**src/rtl/stk_pkg.sv**
```systemverilog
package stk_pkg;
  // Operation chosen for a cycle after arbitration
  typedef enum logic [1:0] {
    OP_NONE = 2'd0,
    OP_PUSH = 2'd1,
    OP_POP  = 2'd2
  } stk_op_e;
endpackage

```
**src/rtl/stk_arb.sv**
```systemverilog
module stk_arb
  import stk_pkg::*;
(
  input  logic    push_req,
  input  logic    pop_req,
  input  logic    sfr_we,
  output stk_op_e op,
  output logic    sfr_take
);
  // Push outranks pop; register writes yield to any stack operation
  always_comb begin
    if (push_req)     op = OP_PUSH;
    else if (pop_req) op = OP_POP;
    else              op = OP_NONE;
    sfr_take = sfr_we && (op == OP_NONE);
  end
endmodule

```
**src/rtl/stk_step.sv**
```systemverilog
module stk_step
  import stk_pkg::*;
#(
  parameter int SP_W  = 8,
  parameter int FLD_W = 2
) (
  input  stk_op_e          op,
  input  logic             wide,
  input  logic [SP_W-1:0]  sp_cur,
  input  logic [FLD_W-1:0] fld_cur,
  output logic [SP_W-1:0]  sp_nxt,
  output logic [FLD_W-1:0] fld_nxt
);
  localparam logic [SP_W-1:0]  SP_ONE  = SP_W'(1);
  localparam logic [SP_W-1:0]  SP_TOP  = '1;
  localparam logic [SP_W-1:0]  SP_BOT  = '0;
  localparam logic [FLD_W-1:0] FLD_ONE = FLD_W'(1);

  always_comb begin
    sp_nxt  = sp_cur;
    fld_nxt = fld_cur;
    case (op)
      OP_PUSH: begin
        sp_nxt = sp_cur + SP_ONE;
        if (wide && sp_cur == SP_TOP) fld_nxt = fld_cur + FLD_ONE;
      end
      OP_POP: begin
        sp_nxt = sp_cur - SP_ONE;
        if (wide && sp_cur == SP_BOT) fld_nxt = fld_cur - FLD_ONE;
      end
      default: ;
    endcase
  end
endmodule

```
**src/rtl/stk_addr.sv**
```systemverilog
module stk_addr
  import stk_pkg::*;
#(
  parameter int SP_W  = 8,
  parameter int FLD_W = 2,
  localparam int ADDR_W = SP_W + FLD_W
) (
  input  stk_op_e           op,
  input  logic              wide,
  input  logic [SP_W-1:0]   sp_cur,
  input  logic [FLD_W-1:0]  fld_cur,
  input  logic [SP_W-1:0]   sp_nxt,
  input  logic [FLD_W-1:0]  fld_nxt,
  output logic [ADDR_W-1:0] mem_addr,
  output logic              mem_sel,
  output logic              mem_we,
  output logic              mem_re
);
  logic [SP_W-1:0]  sp_pick;
  logic [FLD_W-1:0] fld_pick;

  // Push addresses the incremented pointer, pop the current one
  always_comb begin
    if (op == OP_PUSH) begin
      sp_pick  = sp_nxt;
      fld_pick = fld_nxt;
    end else begin
      sp_pick  = sp_cur;
      fld_pick = fld_cur;
    end
    mem_addr = wide ? {fld_pick, sp_pick} : {{FLD_W{1'b0}}, sp_pick};
    mem_sel  = wide;
    mem_we   = (op == OP_PUSH);
    mem_re   = (op == OP_POP);
  end
endmodule

```
**src/rtl/stk_regs.sv**
```systemverilog
module stk_regs
  import stk_pkg::*;
#(
  parameter int          DATA_W  = 8,
  parameter int          FLD_W   = 2,
  parameter logic [7:0]  SP_RST  = 8'h07,
  parameter logic [7:0]  EXT_RST = 8'hFC,
  localparam int SP_W = DATA_W
) (
  input  logic              clk,
  input  logic              rst,
  input  stk_op_e           op,
  input  logic [SP_W-1:0]   sp_nxt,
  input  logic [FLD_W-1:0]  fld_nxt,
  input  logic              sfr_take,
  input  logic              sfr_sel,
  input  logic [DATA_W-1:0] sfr_wdata,
  output logic [SP_W-1:0]   sp_r,
  output logic [FLD_W-1:0]  fld_r,
  output logic [DATA_W-1:0] ext_q,
  output logic              pop_valid
);
  always_ff @(posedge clk) begin
    if (rst) begin
      sp_r      <= SP_W'(SP_RST);
      fld_r     <= EXT_RST[FLD_W-1:0];
      pop_valid <= 1'b0;
    end else begin
      pop_valid <= (op == OP_POP);
      if (op != OP_NONE) begin
        sp_r  <= sp_nxt;
        fld_r <= fld_nxt;
      end else if (sfr_take) begin
        if (sfr_sel) fld_r <= sfr_wdata[FLD_W-1:0];
        else         sp_r  <= sfr_wdata;
      end
    end
  end

  // Unused upper extension bits read back as ones
  generate
    if (DATA_W > FLD_W) begin : g_pad
      assign ext_q = {{(DATA_W-FLD_W){1'b1}}, fld_r};
    end else begin : g_nopad
      assign ext_q = fld_r[DATA_W-1:0];
    end
  endgenerate
endmodule

```
**src/rtl/stk_ptr.sv**
```systemverilog
module stk_ptr
  import stk_pkg::*;
#(
  parameter int         DATA_W  = 8,
  parameter int         FLD_W   = 2,
  parameter logic [7:0] SP_RST  = 8'h07,
  parameter logic [7:0] EXT_RST = 8'hFC,
  localparam int SP_W   = DATA_W,
  localparam int ADDR_W = SP_W + FLD_W
) (
  input  logic              clk,
  input  logic              rst,
  input  logic              wide_mode,
  input  logic              push_req,
  input  logic [DATA_W-1:0] push_data,
  input  logic              pop_req,
  input  logic              sfr_we,
  input  logic              sfr_sel,
  input  logic [DATA_W-1:0] sfr_wdata,
  output logic [SP_W-1:0]   sp_q,
  output logic [DATA_W-1:0] ext_q,
  output logic [ADDR_W-1:0] mem_addr,
  output logic              mem_sel,
  output logic              mem_we,
  output logic              mem_re,
  output logic [DATA_W-1:0] mem_wdata,
  input  logic [DATA_W-1:0] mem_rdata,
  output logic              pop_valid,
  output logic [DATA_W-1:0] pop_data
);
  stk_op_e          op;
  logic             sfr_take;
  logic [SP_W-1:0]  sp_r, sp_nxt;
  logic [FLD_W-1:0] fld_r, fld_nxt;

  stk_arb u_arb (
    .push_req (push_req),
    .pop_req  (pop_req),
    .sfr_we   (sfr_we),
    .op       (op),
    .sfr_take (sfr_take)
  );

  stk_step #(.SP_W(SP_W), .FLD_W(FLD_W)) u_step (
    .op      (op),
    .wide    (wide_mode),
    .sp_cur  (sp_r),
    .fld_cur (fld_r),
    .sp_nxt  (sp_nxt),
    .fld_nxt (fld_nxt)
  );

  stk_addr #(.SP_W(SP_W), .FLD_W(FLD_W)) u_addr (
    .op       (op),
    .wide     (wide_mode),
    .sp_cur   (sp_r),
    .fld_cur  (fld_r),
    .sp_nxt   (sp_nxt),
    .fld_nxt  (fld_nxt),
    .mem_addr (mem_addr),
    .mem_sel  (mem_sel),
    .mem_we   (mem_we),
    .mem_re   (mem_re)
  );

  stk_regs #(
    .DATA_W(DATA_W), .FLD_W(FLD_W), .SP_RST(SP_RST), .EXT_RST(EXT_RST)
  ) u_regs (
    .clk       (clk),
    .rst       (rst),
    .op        (op),
    .sp_nxt    (sp_nxt),
    .fld_nxt   (fld_nxt),
    .sfr_take  (sfr_take),
    .sfr_sel   (sfr_sel),
    .sfr_wdata (sfr_wdata),
    .sp_r      (sp_r),
    .fld_r     (fld_r),
    .ext_q     (ext_q),
    .pop_valid (pop_valid)
  );

  assign sp_q      = sp_r;
  assign mem_wdata = push_data;
  assign pop_data  = pop_valid ? mem_rdata : '0;
endmodule

```
**config.mk**
```make
export PLATFORM = sky130hd
export DESIGN_NAME = stk_ptr
export DESIGN_NICKNAME = d
export VERILOG_FILES = /design/src/rtl/stk_pkg.sv /design/src/rtl/stk_arb.sv /design/src/rtl/stk_step.sv /design/src/rtl/stk_addr.sv /design/src/rtl/stk_regs.sv /design/src/rtl/stk_ptr.sv
export SDC_FILE = /design/constraint.sdc
export NUM_CORES = 1
export LEC_CHECK = 0
export CAP_MARGIN = 15
export CORE_UTILIZATION = 33
export CTS_BUF_LIST = sky130_fd_sc_hd__clkbuf_4 sky130_fd_sc_hd__clkbuf_8 sky130_fd_sc_hd__clkbuf_16
export CTS_CLUSTER_DIAMETER = 50
export DETAILED_ROUTE_END_ITERATION = 10
export PLACE_DENSITY = 0.83
export REMOVE_ABC_BUFFERS = 1
export SLEW_MARGIN = 20
export SYNTH_ARGS = -nofsm -noshare
export SYNTH_HDL_FRONTEND = slang
export SYNTH_SLANG_ARGS = --single-unit
```
**constraint.sdc**
```tcl
create_clock -name clk -period 2.1 [get_ports clk]
set_input_delay 0.42 -clock clk [delete_from_list [all_inputs] [get_ports clk]]
set_output_delay 0.42 -clock clk [all_outputs]
set_load 0.1 [all_outputs]
```
== After elaboration in Yosys (flattened, before gate mapping) ==
Cells that the tools add are included.
Word-level totals
  register bits after elaboration: 11
  bits of input ports: 31
  word-level logic and storage cells: 37
Operators by class
  $add $sub $neg: 4
  equality and inequality tests: 4
  multiplexer cells: 16
  reduce and logical (&&, ||, !) cells: 10
Operators by type and width (number)
  2-to-1 mux 8 bit: 5
  2-to-1 mux 2 bit: 8
  case mux 8 bit (2 select lines): 1
  2-to-1 mux 10 bit: 1
  adder 8 x 1 -> 8 bit (second input constant): 1
  == test 8 bit (second input constant): 1
  zero test 8 bit: 1
  subtractor 8 x 1 -> 8 bit (second input constant): 1
  nonzero test 2 bit: 3
  case mux 2 bit (2 select lines): 1
  AND reduction 2 bit: 2
  logical AND 1 bit: 3
  adder 2 x 1 -> 2 bit (second input constant): 1
  == test 2 x 1 -> 1 bit (second input constant): 1
  == test 2 bit (second input constant): 1
  zero test 2 bit: 1
  != test 2 x 1 -> 1 bit (second input constant): 1
  subtractor 2 x 1 -> 2 bit (second input constant): 1

== Depth between registers and ports, before layout ==
Gate-level depths: netlist of run 1.
  depth after elaboration: 6
  mapped depth: 9

== Modules after synthesis ==
From an unflattened synthesis of run 1, not the netlist that was laid out.
Unflattened totals
  cells, all modules: 196
  area, all modules: 1542.7 µm²
Modules (own cells, without submodules)
  stk_step: instances 1, cells an instance 91, area each 625.6 µm², seq. area each 0.0 µm²
  stk_regs: instances 1, cells an instance 68, area each 579.3 µm², seq. area each 220.2 µm²
  stk_addr: instances 1, cells an instance 18, area each 201.4 µm², seq. area each 0.0 µm²
  stk_ptr: instances 1, cells an instance 16, area each 110.1 µm², seq. area each 0.0 µm²
  stk_arb: instances 1, cells an instance 3, area each 26.3 µm², seq. area each 0.0 µm²

== Worst setup path before layout of run 1 ==
OpenSTA, ideal clock, no wires.
  path kind: register to output
  start: register u_regs.sp_r[4]
  end: output port mem_addr[9]
  arrival: 3.590 ns
  required time: 1.680 ns
  slack: -1.910 ns
  cell stages (with the launch flop): 6
  path through: dfxtp_1 clkbuf_1 nand4_1 nor4_1 nand2_1 mux2i_1
Between the ends
  word-level cells in the longest chain between the ends: 6
  elaborated cells on any way between the ends: 9
  those cells by class: eq/ne: 1; mux: 5; reduce/logical: 3
Ends and longest elaborated chain
  start, declared: RTL line stk_regs.sv:18  | output logic [SP_W-1:0] sp_r,
  start signal, assigned: RTL line stk_regs.sv:25  | sp_r <= SP_W'(SP_RST);
  start signal, assigned: RTL line stk_regs.sv:31  | sp_r <= sp_nxt;
  start signal, assigned: RTL line stk_regs.sv:35  | else sp_r <= sfr_wdata;
  == test 8 bit / zero test 8 bit (equally long branches): RTL line stk_step.sv:25, stk_step.sv:29
  logical AND 1 bit (on tied branches): RTL line stk_step.sv:25, stk_step.sv:29
  2-to-1 mux 2 bit (on tied branches): RTL line stk_step.sv:25, stk_step.sv:29
  case mux 2 bit (2 select lines) *: RTL line stk_step.sv:22  | case (op)
  2-to-1 mux 2 bit *: RTL line stk_addr.sv:24  | if (op == OP_PUSH) begin
  2-to-1 mux 10 bit *: RTL line stk_addr.sv:31  | mem_addr = wide ? {fld_pick, sp_pick} : {{FLD_W{1'b0}}, sp_pick};
  end, declared: RTL line stk_ptr.sv:22  | output logic [ADDR_W-1:0] mem_addr,
Mark *: on every way between the ends. The rest lies on a longest branch, timed or not.

== Worst setup path in the final report of run 1 ==
  start: register u_regs.sp_r[3]
  end: output port mem_addr[8]
Same word-level chain as after synthesis.

==> impl_metrics.py, run 1 <==
metrics = {
    "run_status": {
        "status": "finished with violations",
        "violations": "negative setup slack",
    },
    "timing": {
        "setup_viol_count_final": 6,
        "post-route-period-util_pct": 106,
        "drv_slew": 0,
        "hold_viol": 0,
        "fin_crit_ns": 2.23,
        "fmax_mhz": 449,
        "fin_skew_ns": 0.0131,
        "rsz0062_at_grt": "yes",
        "setup_ws_ns": -0.129,
    },
    "clocking": {
        "clkLatencyLatePin_ns": 0.29,
        "cts_buffers": 3,
        "cts.sinks": 11,
        "cts_buffer_depth": 2,
        "cts_tree": "yes",
        "clk_pin_slew_worst_paths_ns": 0.07,
        "htreeDepth": 1,
        "cts_root_buf": "clkbuf_4",
    },
    "power_and_ir_drop": {
        "intPower_w": 0.000732,
        "power_density_nw_per_um2": 609,
        "ir_worst_vdd_mv": 0.485,
        "pwr-share-comb_pct": 70.9,
        "clkPwrFrac_pct": 11.7,
        "power_switching_share_pct": 51.7,
        "power_frac_seq_pct": 17.4,
        "p_switching_w": 0.000782,
        "p_leak_nw": 1.02,
    },
    "placed_design": {
        "portBuffers": 54,
        "gp_congestion": 0.866,
        "dp_hpwl_um": 3320,
        "placed_cell_area_um2": 2170,
    },
    "finish": {
        "drive_above_1_share_pct": 48.1,
        "multiInputGateArea_um2": 1010,
        "fillers": 217,
        "nets": 274,
        "seqCellArea_um2": 235,
        "fin_util_pct": 72.7,
        "diodes": 0,
        "syn2layout_area_growth_pct": 106,
        "design_area_um2": 2480,
    },
    "yosys": {
        "synthArstFlopShare_pct": 0,
        "synth_edf_count": 0,
        "synth_flop_cell": "dfxtp_1",
        "synth_warnings": 0,
        "synth_area_per_cell_um2": 7.36,
        "syn_inst": 164,
        "synth_seq_cells": 11,
        "synthesis.area_um2": 1210,
        "ys_types": 47,
        "ys_seq_area_share_pct": 18.2,
    },
    "global_routing": {
        "grt_max_degree": 16,
        "grt_pass1_wl_um": 7740,
        "grt_usage_pct": 25.0,
        "antenna_found_initial": 0,
        "grt_pass1_vias": 1582,
        "grt.overflow.total": 0,
    },
    "worst_setup_path": {
        "critPathRequiredTime_ns": 1.68,
        "critical_path_depth": 7,
        "cpPeakStageDelay_ns": 0.35,
        "crit_path_end_kind": "output pin",
        "r2r_slack_ns": 0.01,
        "reg2reg_depth": 6,
        "cp_max_fo": 2,
        "crit_family": "simple AND/OR/NAND/NOR gates",
        "crit_slowest_cell": "dfxtp_2",
        "path_class": "reg -> out",
        "worstPathCellList": "nand4_1 > nor4_2 > buf_4 > buf_6 > xnor2_2 > and2_4 > buf_12",
        "arrival_ns": 1.81,
        "startpoint": "u_regs.sp_r[3]",
        "cp-start-kind": "flop",
        "r2r-start": "u_regs.sp_r[1]",
        "critPathBufInv": 3,
    },
    "floorplan": {
        "die_y_um": 62.5,
        "fp.dieArea_um2": 3910,
        "pin_count": 77,
        "core_um2": 3420,
        "start_util_pct": 35.3,
        "rows": 21,
        "fp.dieW_um": 62.5,
    },
    "detailed_routing": {
        "wl_per_cell_um": 17.4,
        "first_pass_iters": 4,
        "drt_iter0_markers": 96,
        "drc": 0,
        "ant_nets": 0,
        "drt_wl_total_um": 5000,
        "viasPerCell": 5.73,
        "via_count": 1645,
    },
    "min_path": {
        "hold_path_startpoint": "pop_req",
        "min_delay_path_depth": 4,
        "hp-class": "in -> reg",
    },
    "flow_run": {
        "drv_cap": 0,
    },
}
-- synth_stat cells (4+ instances only) --
library cell | count | share of area [%]
o21ai_0 | 4 | 1.7
nor2_1 | 8 | 2.5
xnor2_1 | 7 | 5.1
nor4_1 | 5 | 2.6
buf_4 | 15 | 9.3
and2_1 | 11 | 5.7
a21oi_1 | 7 | 2.9
dfxtp_1 | 11 | 18
nand2_1 | 7 | 2.2
xor2_1 | 4 | 2.9
nand4_1 | 9 | 4.7
nand2b_1 | 4 | 2.1
mux2i_1 | 4 | 3.3
a31oi_1 | 4 | 2.1
clkbuf_1 | 11 | 3.4
-- stage by stage --
step                worst slack (ns)  TNS, ns  power (W)  hold WS [ns]  std cells
floorplan                      -1.91   -16.01   0.000801         0.489        140
global placement              -0.448    -3.55    0.00119         0.600        275
detailed placement            -0.574    -4.55    0.00121         0.604        275
CTS                           -0.102   -0.337    0.00144         0.576        285
global route                  -0.169   -0.833    0.00156         0.634        287
finish                        -0.129   -0.397    0.00151         0.630        287
-- power groups by stage --
| stage | Combinational (W) | Sequential [W] | Clock [W] |
|---|---|---|---|
| final | 0.00107 | 0.000263 | 0.000177 |
| after floorplan | 0.000400 | 0.000401 | 0 |
| after detailed placement | 0.000952 | 0.000257 | 0 |
| after CTS | 0.00101 | 0.000257 | 0.000172 |
| after global routing | 0.00110 | 0.000266 | 0.000187 |
| after global placement | 0.000939 | 0.000255 | 0 |
-- worst paths after layout --
| check | end |
|---|---|
| max | mem_addr[8] |
| min | u_regs.pop_valid |
| max reg2reg | u_regs.sp_r[4] |
| min reg2reg | u_regs.fld_r[0] |
-- final cells by class --
cell class | count | area share (%)
Timing Repair Buffer | 97 | 45.7
Multi-Input combinational cell | 125 | 40.7
Tap cell | 46 | 2.32
Sequential cell | 11 | 9.47
Inverter | 4 | 0.604
Clock buffer | 4 | 1.21
-- layer usage --
layer / track usage, % / vias to the layer above / routed length (µm)
met3: 5.84 / 19 / 579
met2: 45.8 / 143 / 2460
li1: - / 726 / -
met4: 8.14 / 0 / 143
met1: 28.1 / 757 / 1820
met5: 0 / - / 0
-- cells in the final DEF (no fill, tap or decap), types with 3 or more instances in the layout --
cell type and count:
xor2_2 3, nor2b_1 3, dfxtp_2 3, buf_12 26
buf_4 44, and2_1 10, nand2b_1 3, mux2i_1 3
nor2_2 3, a211o_1 3, clkbuf_4 4, nand2_1 4
nor4_1 4, nor2_1 5, nand4_1 9, dfxtp_1 5
clkdlybuf4s50_1 19, nor3b_1 3, a21oi_1 7, dfxtp_4 3
a22oi_1 3, conb_1 6, inv_1 3, a31oi_1 4
buf_6 5, xnor2_4 3, o21ai_0 4
-- worst min-delay path, delay by kind of cell --
kind	cells	cell delay [ns]
AND/OR/NAND/NOR	2	0.15
buffers and inverters	2	0.29
-- cell families after synthesis --
logic type | synth area share (%)
AO/OA/AOI/OAI | 19.5
XOR/XNOR | 7.98
adder cells (fa/ha/maj) | 1.04
buffers and inverters | 15.5
flip-flops | 18.2
multiplexers | 4.25
other | 0.311
AND/OR/NAND/NOR | 33.2
-- registers in the layout (all words and copies together) (netlist names) --
signal            cells
u_regs.fld_r          2
u_regs.pop_valid      1
u_regs.sp_r           8
-- what timing repair did --
| item | in CTS | in global routing |
|---|---|---|
| pin swaps | 12 | 13 |
| endpoints found under the setup margin | 12 | 8 |
| gates resized for setup | 37 | 18 |
| buffers inserted | 6 | 2 |
| hold buffers | 0 | 0 |
Power figures use the tool's default switching activity.
==> inputs of run 2 (changes only) <==
ABC_AREA = 0   (was default)
==> results of run 2 <==
The final DEF is identical to that of run 1; final timing and power are the same.
